`src/rtl/cfg_port_pkg.sv`:
```
package cfg_port_pkg;
  localparam int REG_W    = 6;
  localparam int NUM_REGS = 4;
  localparam int ADDR_W   = $clog2(NUM_REGS);
  localparam int BYTE_W   = REG_W + ADDR_W;
  localparam int CNT_W    = $clog2(BYTE_W + 1);

  typedef struct packed {
    logic clearCnt;  // latch fell: new transfer
    logic shiftEn;   // take one data bit
    logic capture;   // full byte latched: park it
    logic commit;    // write parked byte to its register
  } ctlStrb_t;
endpackage

```
`src/rtl/cfg_port_sync.sv`:
```
module cfg_port_sync #(
  parameter int STAGES = 2
) (
  input  logic clk,
  input  logic rstN,
  input  logic serClk,
  input  logic serDat,
  input  logic serLatN,
  output logic datSync,
  output logic latLow,
  output logic clkRise,
  output logic latRise,
  output logic latFall
);
  localparam logic [2:0] IDLE_VAL = 3'b100;  // {latN, dat, clk}

  logic [2:0] rawIn;
  logic [2:0] syncd;
  logic [2:0] prevSyncd;

  assign rawIn = {serLatN, serDat, serClk};

  for (genvar g = 0; g < 3; g++) begin : g_line
    logic [STAGES-1:0] chain;
    always_ff @(posedge clk or negedge rstN) begin
      if (!rstN) chain <= {STAGES{IDLE_VAL[g]}};
      else       chain <= {chain[STAGES-2:0], rawIn[g]};
    end
    assign syncd[g] = chain[STAGES-1];
  end

  always_ff @(posedge clk or negedge rstN) begin
    if (!rstN) prevSyncd <= IDLE_VAL;
    else       prevSyncd <= syncd;
  end

  assign datSync = syncd[1];
  assign latLow  = !syncd[2];
  assign clkRise = syncd[0] && !prevSyncd[0];
  assign latRise = syncd[2] && !prevSyncd[2];
  assign latFall = !syncd[2] && prevSyncd[2];
endmodule

```
`src/rtl/cfg_port_ctrl.sv`:
```
module cfg_port_ctrl
  import cfg_port_pkg::*;
(
  input  logic     clk,
  input  logic     rstN,
  input  logic     latLow,
  input  logic     clkRise,
  input  logic     latRise,
  input  logic     latFall,
  input  logic     convBusy,
  output ctlStrb_t strb,
  output logic     pendFlag
);
  logic [CNT_W-1:0] bitCnt;
  logic             byteFull;

  assign byteFull      = (bitCnt >= CNT_W'(BYTE_W));
  assign strb.clearCnt = latFall;
  assign strb.shiftEn  = clkRise && latLow;
  assign strb.capture  = latRise && byteFull;
  assign strb.commit   = pendFlag && !convBusy;

  // Counter saturates at one byte; longer transfers keep shifting.
  always_ff @(posedge clk or negedge rstN) begin
    if (!rstN) begin
      bitCnt <= '0;
    end else if (strb.clearCnt) begin
      bitCnt <= strb.shiftEn ? CNT_W'(1) : '0;
    end else if (strb.shiftEn && !byteFull) begin
      bitCnt <= bitCnt + 1'b1;
    end
  end

  always_ff @(posedge clk or negedge rstN) begin
    if (!rstN)             pendFlag <= 1'b0;
    else if (strb.capture) pendFlag <= 1'b1;
    else if (strb.commit)  pendFlag <= 1'b0;
  end
endmodule

```
`src/rtl/cfg_port_dpath.sv`:
```
module cfg_port_dpath
  import cfg_port_pkg::*;
#(
  parameter logic [NUM_REGS*REG_W-1:0] DEFAULTS  = '0,
  parameter logic [NUM_REGS*REG_W-1:0] RSV_MASKS = '0
) (
  input  logic                               clk,
  input  logic                               rstN,
  input  logic                               datSync,
  input  ctlStrb_t                           strb,
  output logic [NUM_REGS-1:0][REG_W-1:0]     regBank
);
  logic [BYTE_W-1:0] shiftReg;
  logic [BYTE_W-1:0] holdByte;
  logic [ADDR_W-1:0] holdAddr;
  logic [REG_W-1:0]  holdData;

  always_ff @(posedge clk or negedge rstN) begin
    if (!rstN)             shiftReg <= '0;
    else if (strb.shiftEn) shiftReg <= {shiftReg[BYTE_W-2:0], datSync};
  end

  always_ff @(posedge clk or negedge rstN) begin
    if (!rstN)             holdByte <= '0;
    else if (strb.capture) holdByte <= shiftReg;
  end

  assign holdAddr = holdByte[ADDR_W-1:0];
  assign holdData = holdByte[BYTE_W-1:ADDR_W];

  for (genvar g = 0; g < NUM_REGS; g++) begin : g_reg
    localparam logic [REG_W-1:0] KEEP = ~RSV_MASKS[g*REG_W +: REG_W];
    localparam logic [REG_W-1:0] INIT = DEFAULTS[g*REG_W +: REG_W] & KEEP;
    always_ff @(posedge clk or negedge rstN) begin
      if (!rstN)
        regBank[g] <= INIT;
      else if (strb.commit && holdAddr == ADDR_W'(g))
        regBank[g] <= holdData & KEEP;
    end
  end
endmodule

```
`src/rtl/cfg_serial_port.sv`:
```
module cfg_serial_port
  import cfg_port_pkg::*;
#(
  parameter int                          SYNC_STAGES = 2,
  parameter logic [NUM_REGS*REG_W-1:0]   DEFAULTS    = {6'b000001, 6'b001000, 6'b000100, 6'b000100},
  parameter logic [NUM_REGS*REG_W-1:0]   RSV_MASKS   = {6'b111100, 6'b000000, 6'b100000, 6'b100000}
) (
  input  logic             clk,
  input  logic             rstN,
  input  logic             serClk,
  input  logic             serDat,
  input  logic             serLatN,
  input  logic             convBusy,
  output logic [REG_W-1:0] chMode0,
  output logic [REG_W-1:0] chMode1,
  output logic [REG_W-1:0] threshCfg,
  output logic [REG_W-1:0] pretrigCfg
);
  logic datSync, latLow, clkRise, latRise, latFall, pendFlag;
  ctlStrb_t strb;
  logic [NUM_REGS-1:0][REG_W-1:0] regBank;

  cfg_port_sync #(.STAGES(SYNC_STAGES)) u_sync (
    .clk(clk), .rstN(rstN), .serClk(serClk), .serDat(serDat), .serLatN(serLatN),
    .datSync(datSync), .latLow(latLow), .clkRise(clkRise),
    .latRise(latRise), .latFall(latFall)
  );

  cfg_port_ctrl u_ctrl (
    .clk(clk), .rstN(rstN), .latLow(latLow), .clkRise(clkRise),
    .latRise(latRise), .latFall(latFall), .convBusy(convBusy),
    .strb(strb), .pendFlag(pendFlag)
  );

  cfg_port_dpath #(.DEFAULTS(DEFAULTS), .RSV_MASKS(RSV_MASKS)) u_dpath (
    .clk(clk), .rstN(rstN), .datSync(datSync), .strb(strb), .regBank(regBank)
  );

  assign chMode0    = regBank[0];
  assign chMode1    = regBank[1];
  assign threshCfg  = regBank[2];
  assign pretrigCfg = regBank[3];
endmodule

```
`config.mk`:
```
export PLATFORM = sky130hd
export DESIGN_NAME = cfg_serial_port
export DESIGN_NICKNAME = d
export VERILOG_FILES = /design/src/rtl/cfg_port_pkg.sv /design/src/rtl/cfg_port_sync.sv /design/src/rtl/cfg_port_ctrl.sv /design/src/rtl/cfg_port_dpath.sv /design/src/rtl/cfg_serial_port.sv
export SDC_FILE = /design/constraint.sdc
export NUM_CORES = 1
export LEC_CHECK = 0
export BUFFER_PORTS_ARGS = -buffer_cell sky130_fd_sc_hd__clkbuf_2
export CORE_MARGIN = 4
export CORE_UTILIZATION = 54
export DETAILED_ROUTE_END_ITERATION = 10
export GPL_TIMING_DRIVEN = 1
export MAX_ROUTING_LAYER = met4
export PLACE_DENSITY = 0.81
export SLEW_MARGIN = 40
export SYNTH_ARGS = -nofsm -noshare
export SYNTH_HDL_FRONTEND = slang
export SYNTH_HIERARCHICAL = 1
export SYNTH_SLANG_ARGS = --single-unit
```
`constraint.sdc`:
```
create_clock -name clk -period 1.6 [get_ports clk]
set_input_delay 0.16 -clock clk [delete_from_list [all_inputs] [get_ports clk]]
set_output_delay 0.16 -clock clk [all_outputs]
set_load 0.01 [all_outputs]
```
==> summary.log, run 1 <==
qor: hold_path.type_of_the_worst_min_delay_path in -> reg
qor: finish.drive_gt1_share 51.7%
qor: cts.clock_root_buffer sky130_fd_sc_hd__clkbuf_4
qor: timing.finalHoldViolCount 0
qor: power_and_ir_drop.sw_frac_of_total 22.4%
qor: power_and_ir_drop.share_comb_of_total_power 7.6%
qor: critical_path.path_cells and2b_2 > and2_2 > mux2_2
qor: cts.tritoncts yes
qor: cts.cts.sinks 47
qor: die.initial_core_util 58.1%
qor: critical_path.setup.worst_path.start_class flop
qor: critical_path.cp_data_required_time 1.84 ns
qor: finish.area_delta_synth_final 14.5%
qor: global_route.grt_pass1_wl 4690 um
qor: drt.via_count 979
qor: synthesis.netlist_instances 118
qor: finish.fillers 233
qor: die.dieWidth 66.2 um
qor: synthesis.synthesis.area 0.00183 mm^2
qor: die.fp.dieArea 0.00439 mm^2
qor: critical_path.ff2ff_path_depth 3
qor: place.place.detailed.instances 183
qor: global_route.grt_overflow_total 0
qor: finish.layout.nets 158
qor: power_and_ir_drop.pwr-share-clk 28.1%
qor: critical_path.timing.critical_path.slowest_cell_delay 0.56 ns
qor: critical_path.worst_path_max_delay_cell sky130_fd_sc_hd__dfstp_2
qor: global_route.number_of_global_route_vias_before_repair 988
qor: drt.drc 0
qor: drt.drt-wirelength-per-cell 14.0 um
qor: timing.min_period_over_period 88.2%
qor: cts.cts.clk_slew.worst_paths 0.12 ns
qor: global_route.grt_start_max_net_pins 27
qor: power_and_ir_drop.power_per_cell_area 1010 mW/mm^2
qor: die.core_outline_area 0.00315 mm^2
qor: place.numPortBuffers 23
qor: timing.max_freq 708 MHz
qor: die.std_cell_rows 20
qor: timing.fin_setup_tns 0 ns
qor: timing.period_minus_slack 1.41 ns
qor: global_route.top_usage_layer met2
qor: global_route.gr-usage-met2 23.4%
qor: critical_path.crit_fanout 9
qor: timing.timing.max_slew.rel_slack 61.4%
qor: timing.finalSetupViolCount 0
qor: finish.final_cell_area 0.00210 mm^2
qor: place.placedInstanceArea 0.00199 mm^2
qor: drt.route.final.wire_length 2720 um
qor: timing.timing.hold.ws 0.0669 ns
qor: timing.max_slew.worst_pin.slew 0.580 ns
qor: drt.drt_pre_antenna_iters 3
qor: job.timing.max_cap.violations 0
qor: power_and_ir_drop.intPower 1640 uW
qor: global_route.antenna_violations_before_repair 0
qor: power_and_ir_drop.total_leakage_power 0.00107 uW
qor: cts.worst_skew_pair.late_latency 0.35 ns
qor: power_and_ir_drop.total_switching_power 474 uW
qor: critical_path.regToRegSetupSlack 0.19 ns
qor: run_status.run_status finished clean
qor: timing.maxSlewViolCount 0
qor: hold_path.worst_hold_path.num_cells 2
qor: drt.vias_per_cell 5.02
qor: drt.detail-route-antenna-nets 0
qor: global_route.groute.layer.met1.usage 18.0%
qor: critical_path.cp_data_arrival_time 1.65 ns
qor: cts.cts-root-to-sink-buffers 2
qor: critical_path.worst-setup-path-type reg -> reg
qor: timing.fin_worst_skew 0.0120 ns
qor: timing.rsz0062_at_grt false
qor: place.routabilityCongestion 0.706
qor: die.die-height 66.2 um
qor: synthesis.synth.avg_cell_area 15.5 um^2
qor: finish.n_antenna_cell 0
qor: power_and_ir_drop.vdd_ir_max 0.594 mV
qor: cts.cts_buffers 5
qor: cts.h_tree_levels 2
qor: global_route.grt.met3_usage 4.08%
qor: critical_path.end_kind flop
qor: global_route.grt_util_all_layers 14.9%
qor: synthesis.yosysWarnings 6
qor: drt.drc_marker_count_from_the_first_detailed_route_iteration 33
qor: finish.finish.cell_count_without_fillers 195
qor: finish.finalCoreUtilization 66.5%
qor: die.boundary_pin_count 30
qor: power_and_ir_drop.sequentialPowerShare 64.3%
==> metal layers <==
layer	vias to the layer above	wire length (um)
met5	-	0
met2	25	1390
li1	456	-
met1	492	1160
met4	0	51
met3	6	127
==> state kept, by name, indices dropped and copies added (netlist names) <==
signal,flops
u_ctrl/pendFlag,1
u_dpath/holdByte,8
u_sync/g_line.chain,6
u_sync/prevSyncd,2
u_dpath/shiftReg,8
u_dpath/regBank,18
u_ctrl/bitCnt,4
==> cell usage in the layout, fill, tap and decap left out, types with 2 or more instances in the layout <==
master and n:
sky130_fd_sc_hd__clkbuf_8 2, sky130_fd_sc_hd__conb_1 6, sky130_fd_sc_hd__nor2b_1 2, sky130_fd_sc_hd__inv_1 3, sky130_fd_sc_hd__clkbuf_2 23, sky130_fd_sc_hd__dlygate4sd3_1 4
sky130_fd_sc_hd__nor2_1 4, sky130_fd_sc_hd__nand3b_1 2, sky130_fd_sc_hd__dfstp_2 7, sky130_fd_sc_hd__clkbuf_4 5, sky130_fd_sc_hd__dfrtp_1 40, sky130_fd_sc_hd__ha_1 2
sky130_fd_sc_hd__mux2_2 34
==> final cells by class <==
| class | instances | area [um^2] | share of cell area, % |
|---|---|---|---|
| multi-input cells | 65 | 602 | 28.7 |
| flip-flops and latches | 47 | 1180 | 56.5 |
| well taps | 44 | 55.1 | 2.63 |
| inverters | 3 | 11.3 | 0.537 |
| repair buffers | 28 | 175 | 8.35 |
| clock buffers | 8 | 68.8 | 3.28 |
==> path summary, 6_finish.rpt <==
kind	start	endpoint
setup / recovery	u_sync/g_line[2].chain[1]	u_dpath/holdByte[3]
hold / removal	convBusy	u_ctrl/pendFlag
setup reg to reg	u_sync/g_line[2].chain[1]	u_dpath/holdByte[3]
hold reg to reg	u_sync/g_line[0].chain[0]	u_sync/g_line[0].chain[1]
max in group asynchronous	rstN	u_dpath/regBank[15]
min in group asynchronous	rstN	u_ctrl/bitCnt[1]
==> metrics by stage <==
step	total power, uW	worst slack [ns]
finish	2120	0.188
global route	2220	0.109
CTS	2150	0.112
detailed placement	1540	0.130
global placement	1530	0.201
floorplan	1480	0.181
==> worst max-delay path: cells and delay by family, from the launching register on <==
family | cells | cell delay (ns)
DFF | 1 | 0.56
and+or+nand+nor | 2 | 0.39
muxes | 1 | 0.36
==> repair_timing <==
item	CTS	global route
gates resized for setup	0	1
setup buffers	0	0
endpoints found under the setup margin	0	2
hold buffers	4	0
endpoints found under the hold margin	19	0
==> power groups by stage <==
stage          Combinational [uW]  Sequential (uW)  Clock, uW
3_5_place_dp                  158             1390          0
4_1_cts                       166             1360        620
2_1_floorplan                 120             1360          0
6_report                      161             1360        595
5_1_grt                       187             1380        663
3_3_place_gp                  149             1380          0
Power figures use the tool's default switching activity.
==> inputs of run 2 (changes only) <==
==> constraint.sdc (replaced) <==
create_clock -name clk -period 1.6 [get_ports clk]
set_input_delay 0.08 -clock clk [delete_from_list [all_inputs] [get_ports clk]]
set_output_delay 0.08 -clock clk [all_outputs]
set_load 0.01 [all_outputs]
==> run 2 against run 1 <==
Sequential share of layout area decreased by 0.27 points; critical path depth unchanged; fmax about the same; clock power about the same; clock-buffer cell count unchanged; global-route usage about the same; non-clock buffer count increased by 1; combinational power about the same; core utilization increased by 0.32 points; wire length about the same; first-iteration DRC count unchanged; die area unchanged.
==> summary.log, run 2 (synthesis results as in run 1) <==
qor: run_status.run_status finished clean
qor: drt.drc_marker_count_from_the_first_detailed_route_iteration 33
qor: power_and_ir_drop.share_comb_of_total_power 7.7%
qor: cts.tritoncts yes
qor: timing.timing.hold.ws 0.247 ns
qor: finish.drive_gt1_share 51.3%
qor: timing.rsz0062_at_grt false
qor: job.timing.max_cap.violations 0
qor: finish.layout.nets 159
qor: power_and_ir_drop.total_switching_power 474 uW
qor: critical_path.crit_fanout 9
qor: drt.drt_pre_antenna_iters 3
qor: power_and_ir_drop.fin_total_pwr 2120 uW
qor: place.numPortBuffers 23
qor: cts.h_tree_levels 2
qor: critical_path.cp_data_arrival_time 1.65 ns
qor: global_route.grt_start_max_net_pins 27
qor: timing.fin_setup_tns 0 ns
qor: critical_path.cp_data_required_time 1.84 ns
qor: die.core_outline_area 0.00315 mm^2
qor: cts.cts.clk_slew.worst_paths 0.13 ns
qor: finish.sequential_standard_cell_area 0.00118 mm^2
qor: finish.max_flop_register u_dpath/regBank
qor: global_route.grt_pass1_wl 4710 um
qor: timing.max_slew.worst_pin.slew 0.580 ns
qor: global_route.grt_util_all_layers 15.0%
qor: die.boundary_pin_count 30
qor: drt.route.final.wire_length 2720 um
qor: die.initial_core_util 58.1%
qor: finish.n_antenna_cell 0
qor: finish.final_common_cell sky130_fd_sc_hd__dfrtp_1
qor: power_and_ir_drop.power_per_cell_area 1010 mW/mm^2
qor: critical_path.end_kind flop
qor: drt.drt-wirelength-per-cell 13.9 um
qor: timing.min_period_over_period 88.2%
qor: die.std_cell_rows 20
qor: timing.timing.max_slew.rel_slack 61.4%
qor: global_route.groute.layer.met1.usage 18.1%
qor: finish.final_cell_area 0.00211 mm^2
qor: global_route.grt_overflow_total 0
qor: finish.finish.cell_count_without_fillers 196
qor: cts.worst_skew_pair.late_latency 0.34 ns
qor: cts.cts_buffers 5
qor: cts.clock_root_buffer sky130_fd_sc_hd__clkbuf_4
qor: timing.finalSetupViolCount 0
qor: finish.area_delta_synth_final 15.0%
qor: finish.multi_input_area 602 um^2
qor: timing.maxSlewViolCount 0
qor: die.dieWidth 66.2 um
qor: power_and_ir_drop.sequentialPowerShare 64.2%
qor: global_route.antenna_violations_before_repair 0
qor: hold_path.type_of_the_worst_min_delay_path in -> async
qor: power_and_ir_drop.sw_frac_of_total 22.4%
qor: place.placedInstanceArea 0.00199 mm^2
qor: die.fp.dieArea 0.00439 mm^2
qor: timing.max_freq 708 MHz
qor: power_and_ir_drop.intPower 1640 uW
qor: finish.biggestRegsByFlops u_dpath/regBank: 18 flops, u_dpath/holdByte: 8 flops, u_dpath/shiftReg: 8 flops
qor: finish.most-common-layout-cells sky130_fd_sc_hd__dfrtp_1 (40), sky130_fd_sc_hd__mux2_2 (34), sky130_fd_sc_hd__clkbuf_2 (23)
qor: finish.largest_reg_flops 18
qor: critical_path.setup.worst_path.start_class flop
qor: place.routabilityCongestion 0.706
qor: power_and_ir_drop.total_leakage_power 0.00107 uW
qor: cts.cts.sinks 47
qor: drt.detail-route-antenna-nets 0
qor: cts.post-cts-setup-buffers 0
qor: critical_path.worst-setup-path-type reg -> reg
qor: timing.fin_worst_skew 0.0120 ns
qor: die.die-height 66.2 um
qor: cts.cts-root-to-sink-buffers 2
qor: power_and_ir_drop.pwr-share-clk 28.1%
qor: global_route.number_of_global_route_vias_before_repair 991
qor: finish.fillers 230
qor: drt.drc 0
qor: timing.finalHoldViolCount 0
qor: drt.vias_per_cell 5.02
qor: global_route.gr-usage-met2 23.4%
qor: global_route.top_usage_layer met2
qor: drt.via_count 983
qor: timing.period_minus_slack 1.41 ns
qor: place.place.detailed.instances 183
qor: power_and_ir_drop.vdd_ir_max 0.595 mV
qor: global_route.grt.met3_usage 4.08%
run 2: changes by cell type in the layout (fill, tap and decap cells not counted), sizes merged:
cell / before / now
dlygate4sd3: 4 / 5
run 2: path summary, 6_finish.rpt:
path	start	to	slack, ns	cells after the start
max	u_sync/g_line[2].chain[1]	u_dpath/holdByte[3]	0.19	3
min reg2reg	u_sync/g_line[0].chain[0]	u_sync/g_line[0].chain[1]	0.36	0
min	rstN	u_ctrl/bitCnt[1]	0.25	2
min in group clk	u_sync/g_line[0].chain[0]	u_sync/g_line[0].chain[1]	0.36	0
max reg2reg	u_sync/g_line[2].chain[1]	u_dpath/holdByte[3]	0.19	3
max in group asynchronous	rstN	u_dpath/regBank[15]	0.74	3
run 2: critical path: stages, from the launching register on:
cell and delay, ns:
sky130_fd_sc_hd__dfstp_2 0.56, sky130_fd_sc_hd__and2b_2 0.13, sky130_fd_sc_hd__and2_2 0.26, sky130_fd_sc_hd__mux2_2 0.36
run 2: power groups by stage:
stage | combinational [uW] | sequential, uW | clock [uW]
floorplan | 120 | 1360 | 0
global placement | 149 | 1380 | 0
detailed placement | 158 | 1390 | 0
CTS | 168 | 1360 | 620
global route | 189 | 1380 | 663
finish | 163 | 1360 | 595
run 2: what timing repair did:
| item | CTS | global route |
|---|---|---|
| resized for setup | 0 | 1 |
| endpoints found under the hold margin | 20 | 0 |
| setup endpoints to repair | 0 | 2 |
| hold buffers | 5 | 0 |
run 2: final cells by class:
cell class | instances | share of cell area (%)
repair buffers | 29 | 8.79
flip-flops and latches | 47 | 56.2
clock buffers | 8 | 3.27
inverters | 3 | 0.534
multi-input cells | 65 | 28.6
well taps | 44 | 2.61
run 2: per-stage QoR:
stage	util [%]	setup WS, ns
3_5_place_dp	63.0	0.130
2_1_floorplan	-	0.181
6_report	66.8	0.189
4_1_cts	66.7	0.112
3_3_place_gp	63.0	0.201
5_1_grt	66.8	0.109
run 2: routing by layer:
metal | part of all wire, % | wire length, um
met3 | 4.7 | 127
met4 | 1.9 | 51
met1 | 43 | 1160
met5 | 0 | 0
met2 | 51 | 1390
